--- src/rtl/video_sync_gen.sv ---
module video_sync_gen #(
  parameter int HW          = 10,
  parameter int VW          = 10,
  parameter int HD_WIDTH    = 32,
  parameter int VD_LINES    = 3,
  parameter int HREF_START  = 100,
  parameter int HREF_END    = 150,
  parameter int CSYNC_WIDTH = 50,
  parameter int VSYNC_LINES = 3
) (
  input  logic          clk,
  input  logic          rst_n,
  input  logic [1:0]    sensor_sel,
  input  logic          lines_625,
  input  logic          slave_mode,
  input  logic          hv_invert,
  input  logic          ext_sync_sel,
  input  logic [HW-1:0] h_preset,
  input  logic          hrst_in,
  input  logic          vrst_in,
  input  logic          sync_in,
  output logic [HW-1:0] hcount_out,
  output logic [VW-1:0] vcount_out,
  output logic          hd_out,
  output logic          vd_out,
  output logic          href_out,
  output logic          csync_out,
  output logic          field_out
);
  localparam logic [HW-1:0] HD_END  = HW'(HD_WIDTH);
  localparam logic [HW-1:0] HR_LO   = HW'(HREF_START);
  localparam logic [HW-1:0] HR_HI   = HW'(HREF_END);
  localparam logic [HW:0]   CS_W    = (HW+1)'(CSYNC_WIDTH);
  localparam logic [VW-1:0] VD_END  = VW'(VD_LINES);
  localparam logic [VW-1:0] VS_END  = VW'(VSYNC_LINES);

  function automatic logic [HW-1:0] line_last(input logic [1:0] s, input logic l625);
    case ({l625, s})
      3'b000:  return HW'(605);
      3'b001:  return HW'(805);
      3'b010:  return HW'(857);
      3'b011:  return HW'(909);
      3'b100:  return HW'(617);
      3'b101:  return HW'(823);
      3'b110:  return HW'(863);
      default: return HW'(907);
    endcase
  endfunction

  logic [HW-1:0] h_cnt, h_last;
  logic [VW-1:0] v_cnt, v_last, v_half;
  logic          h_load, v_clear, h_wrap, sync_int_r, sync_next;

  assign h_last  = line_last(sensor_sel, lines_625);
  assign v_last  = lines_625 ? VW'(624) : VW'(524);
  assign v_half  = lines_625 ? VW'(313) : VW'(263);
  assign h_load  = slave_mode & hrst_in;
  assign v_clear = slave_mode & vrst_in;
  assign h_wrap  = h_cnt >= h_last;

  assign sync_next = (v_cnt < VS_END) ? (({1'b0, h_cnt} + CS_W) <= {1'b0, h_last})
                                      : (h_cnt < CS_W[HW-1:0]);

  always_ff @(posedge clk or negedge rst_n) begin
    if (!rst_n) begin
      h_cnt <= '0;
      v_cnt <= '0;
    end else begin
      if (h_load)      h_cnt <= h_preset;
      else if (h_wrap) h_cnt <= '0;
      else             h_cnt <= h_cnt + 1'b1;
      if (v_clear)               v_cnt <= '0;
      else if (h_wrap && !h_load) v_cnt <= (v_cnt >= v_last) ? '0 : v_cnt + 1'b1;
    end
  end

  always_ff @(posedge clk or negedge rst_n) begin
    if (!rst_n) begin
      hd_out     <= 1'b0;
      vd_out     <= 1'b0;
      href_out   <= 1'b0;
      sync_int_r <= 1'b0;
      csync_out  <= 1'b0;
      field_out  <= 1'b0;
    end else begin
      hd_out     <= (h_cnt < HD_END) ^ hv_invert;
      vd_out     <= (v_cnt < VD_END) ^ hv_invert;
      href_out   <= (h_cnt >= HR_LO) && (h_cnt < HR_HI);
      sync_int_r <= sync_next;
      csync_out  <= ext_sync_sel ? sync_in : sync_int_r;
      field_out  <= v_cnt >= v_half;
    end
  end

  assign hcount_out = h_cnt;
  assign vcount_out = v_cnt;
endmodule

--- config.mk ---
export PLATFORM = sky130hd
export DESIGN_NAME = video_sync_gen
export DESIGN_NICKNAME = d
export VERILOG_FILES = /design/src/rtl/video_sync_gen.sv
export SDC_FILE = /design/constraint.sdc
export NUM_CORES = 1
export LEC_CHECK = 0
export BUFFER_PORTS_ARGS = -buffer_cell sky130_fd_sc_hd__buf_2
export CORE_AREA = 5 5 80 82
export DETAILED_ROUTE_END_ITERATION = 6
export DIE_AREA = 0 0 85 87
export PLACE_DENSITY = 0.58
export REMOVE_ABC_BUFFERS = 1
export SLEW_MARGIN = 25
export SYNTH_ARGS = -nofsm -noshare
export SYNTH_HDL_FRONTEND = slang
export SYNTH_SLANG_ARGS = --single-unit
--- constraint.sdc ---
create_clock -name clk -period 2.8 [get_ports clk]
set_input_delay 0.28 -clock clk [delete_from_list [all_inputs] [get_ports clk]]
set_output_delay 0.28 -clock clk [all_outputs]
set_load 0.02 [all_outputs]
==> impl_metrics.env <==
export IMPL_outcome="completed"
export IMPL_period_share_pct=89.1
export IMPL_final_layout_size_suffix_gt1_share_pct=19.0
export IMPL_via_per_inst=5.26
export IMPL_seq_area_frac_synth_pct=30.4
export IMPL_grt_max_degree=27
export IMPL_gp_congestion=0.802
export IMPL_power_density_mw_per_mm2=680
export IMPL_grt_pass1_vias=1907
export IMPL_crit_fanout=9
export IMPL_insertion_delay_ns=0.27
export IMPL_postCtsSetupBuffers=0
export IMPL_pin_count=46
export IMPL_arrival_ns=2.68
export IMPL_synth_edf_count=0
export IMPL_setup_viol=0
export IMPL_overflow=0
export IMPL_rows=28
export IMPL_p_leak_uw=0.00117
export IMPL_synth_top_area_share_pct=30.4
export IMPL_cts_path_max_buffers=2
export IMPL_ir_drop_uv=422
export IMPL_holdBufCountCts=0
export IMPL_syn_inst=249
export IMPL_p_int_uw=936
export IMPL_ys_top_cells_by_area="dfrtp_1 30%, ha_1 17%, nand2_1 5.3%"
export IMPL_timing_hold_violations_final=0
export IMPL_worstSetupPathType="flip-flop to flip-flop"
export IMPL_ctsResizeCount=0
export IMPL_synth_area_mm2=0.00214
export IMPL_async_flop_share_pct=100
export IMPL_drv_cap=0
export IMPL_ys_warn_count=0
export IMPL_report_final_slew_viol_count=0
export IMPL_wl_per_cell_um=14.5
export IMPL_drc_errors=0
export IMPL_cts_buffers=3
export IMPL_die_h_um=87
export IMPL_area_growth_pct=15.6
export IMPL_pwr_share_comb_pct=48.5
export IMPL_syn_area_per_cell_um2=8.59
export IMPL_relSlewSlack_pct=58.2
export IMPL_p_sw_uw=744
export IMPL_drt_total_wl_um=5290
export IMPL_swShare_pct=44.3
export IMPL_startpoint_type="flip-flop"
export IMPL_rsz0062_at_grt="false"
export IMPL_vias=1916
export IMPL_seq_power_share_pct=36.6
export IMPL_drt_pass1_iter_count=4
export IMPL_dieArea_mm2=0.00740
export IMPL_worst_pin_slew_ns=0.623
export IMPL_ant_nets=0
export IMPL_synthTopCellsByCount="30 x nand2_1, 29 x ha_1, 26 x dfrtp_1"
export IMPL_crit_family="compound AO/OA/AOI/OAI gates"
export IMPL_min_path_type="primary input to asynchronous set/reset pin"
export IMPL_clock_power_share_pct=14.8
export IMPL_synth_ff_type="dfrtp_1"
export IMPL_crit_chain="ha_1, a21oi_1, nor2b_1, nor2b_1, xor2_1, ha_1, nand4_1, o311a_1, o31ai_1"
export IMPL_io_buffers=45
export IMPL_finalSetupTns_ns=0
export IMPL_end_kind="flip-flop"
export IMPL_required_ns=2.98
export IMPL_grt_util_all_layers_pct=15.0
export IMPL_finalPower_uw=1680
export IMPL_post_route_min_period_ns=2.50
export IMPL_place_hpwl_um=4050
export IMPL_ys_types=43
export IMPL_die_w_um=85
export IMPL_grt_pass1_wl_um=9030
export IMPL_clock_sinks=26
export IMPL_max_freq_ghz=0.401
export IMPL_path_clk_slew_ns=0.10
export IMPL_slowest_stage="dfrtp_1"
export IMPL_grt_antenna_before_repair=0
export IMPL_skew_ns=0.00425
export IMPL_root_buffer="clkbuf_8"
export IMPL_cts_tree="yes"
export IMPL_yosys_area_top_type="dfrtp_1"
export IMPL_start_util_pct=37.7
export IMPL_first_iter_violations=41
export IMPL_htree_num_levels=1
export IMPL_nets=340
export IMPL_worstPathBufferInverterCount=0
export IMPL_critical_path_max_stage_delay_ns=0.49
export IMPL_antenna_cells=0
export IMPL_ys_ff_latch=26
export IMPL_core_mm2=0.00568
export IMPL_yosysMostFrequentCell="nand2_1"
metrics by stage:
| step | cells | hold WS [ns] | worst slack [ns] | util, % | cell area (um^2) |
|---|---|---|---|---|---|
| global route | 364 | 0.0634 | 0.0517 | 43.5 | 2470 |
| finish | 364 | 0.00899 | 0.305 | 43.5 | 2470 |
| CTS | 364 | 0.0318 | 0.291 | 43.5 | 2470 |
| detailed placement | 360 | 0.335 | 0.319 | 42.6 | 2420 |
| global placement | 360 | 0.333 | 0.382 | 42.6 | 2420 |
| floorplan | 238 | -0.0156 | 0.280 | - | 2080 |
cells in the final DEF, fill, tap and decap left out, types with 2 or more instances in the layout:
cell,Yosys,final
o21bai_1,4,4
a2111oi_0,2,2
nand2_1,30,30
a21oi_1,4,4
nor3_1,6,6
clkbuf_8,0,4
xnor2_1,10,10
a31oi_1,3,3
nand2b_1,2,2
o21a_1,2,2
nor2b_1,5,5
inv_1,16,16
a22oi_1,7,7
xor2_1,9,9
ha_1,29,29
nand4_1,6,6
buf_4,0,2
nor2_1,11,11
buf_2,0,45
nor3b_1,2,2
o21ai_1,2,2
o22ai_1,7,7
a21o_1,3,3
and3_1,2,2
nand3_1,13,13
o21ai_0,20,20
dfrtp_1,26,26
final cells by class:
type,instances,area [um^2]
Clock buffer,4,55.1
Fill cell,599,3200
Inverter,16,60.1
Multi-Input combinational cell,196,1370
Sequential cell,26,651
Tap cell,75,93.8
Timing Repair Buffer,47,240
path summary, 6_finish.rpt:
path	start	end	slack, ns	cells past startpoint
worst min-delay path	rst_n	vcount_out[1]$_DFFE_PN0P_	0.009	1
min in group clk	h_preset[1]	hcount_out[1]$_DFF_PN0_	0.20	3
worst min register to register	sync_int_r$_DFF_PN0_	csync_out$_DFF_PN0_	0.53	1
worst max register to register	hcount_out[2]$_DFF_PN0_	sync_int_r$_DFF_PN0_	0.30	9
max in group asynchronous	rst_n	vcount_out[8]$_DFFE_PN0P_	2.39	1
worst max-delay path	hcount_out[2]$_DFF_PN0_	sync_int_r$_DFF_PN0_	0.30	9
state kept, by name (all words and copies together), names as in the netlist:
name        count
vcount_out     10
field_out       1
href_out        1
vd_out          1
hd_out          1
csync_out       1
hcount_out     10
sync_int_r      1
power groups by stage:
stage / sequential, uW / combinational (uW) / clock, uW
after CTS: 621 / 826 / 258
after global placement: 625 / 815 / 0
after detailed placement: 628 / 817 / 0
after global routing: 641 / 924 / 269
after floorplan: 686 / 488 / 0
final: 616 / 815 / 249
logic make-up (layout without fill, tap and decap cells):
group	after synthesis	in the layout	synth area share [%]
compound gates	65	65	20.2
xor+xnor	19	19	7.78
fa+ha+maj	29	29	17.0
buf+inv	27	67	5.44
flops	26	26	30.4
mux	1	1	0.527
simple gates	82	82	18.7
routing by layer:
layer  global-route usage, %  share of wire (%)  up-vias
li1                        -                  -      981
met1                    18.4                 44      889
met2                    27.6                 49       44
met3                    3.41                5.8        2
met4                    1.29               0.36        0
met5                       0                  0        -
No activity file was read; power rests on OpenSTA's default activity.
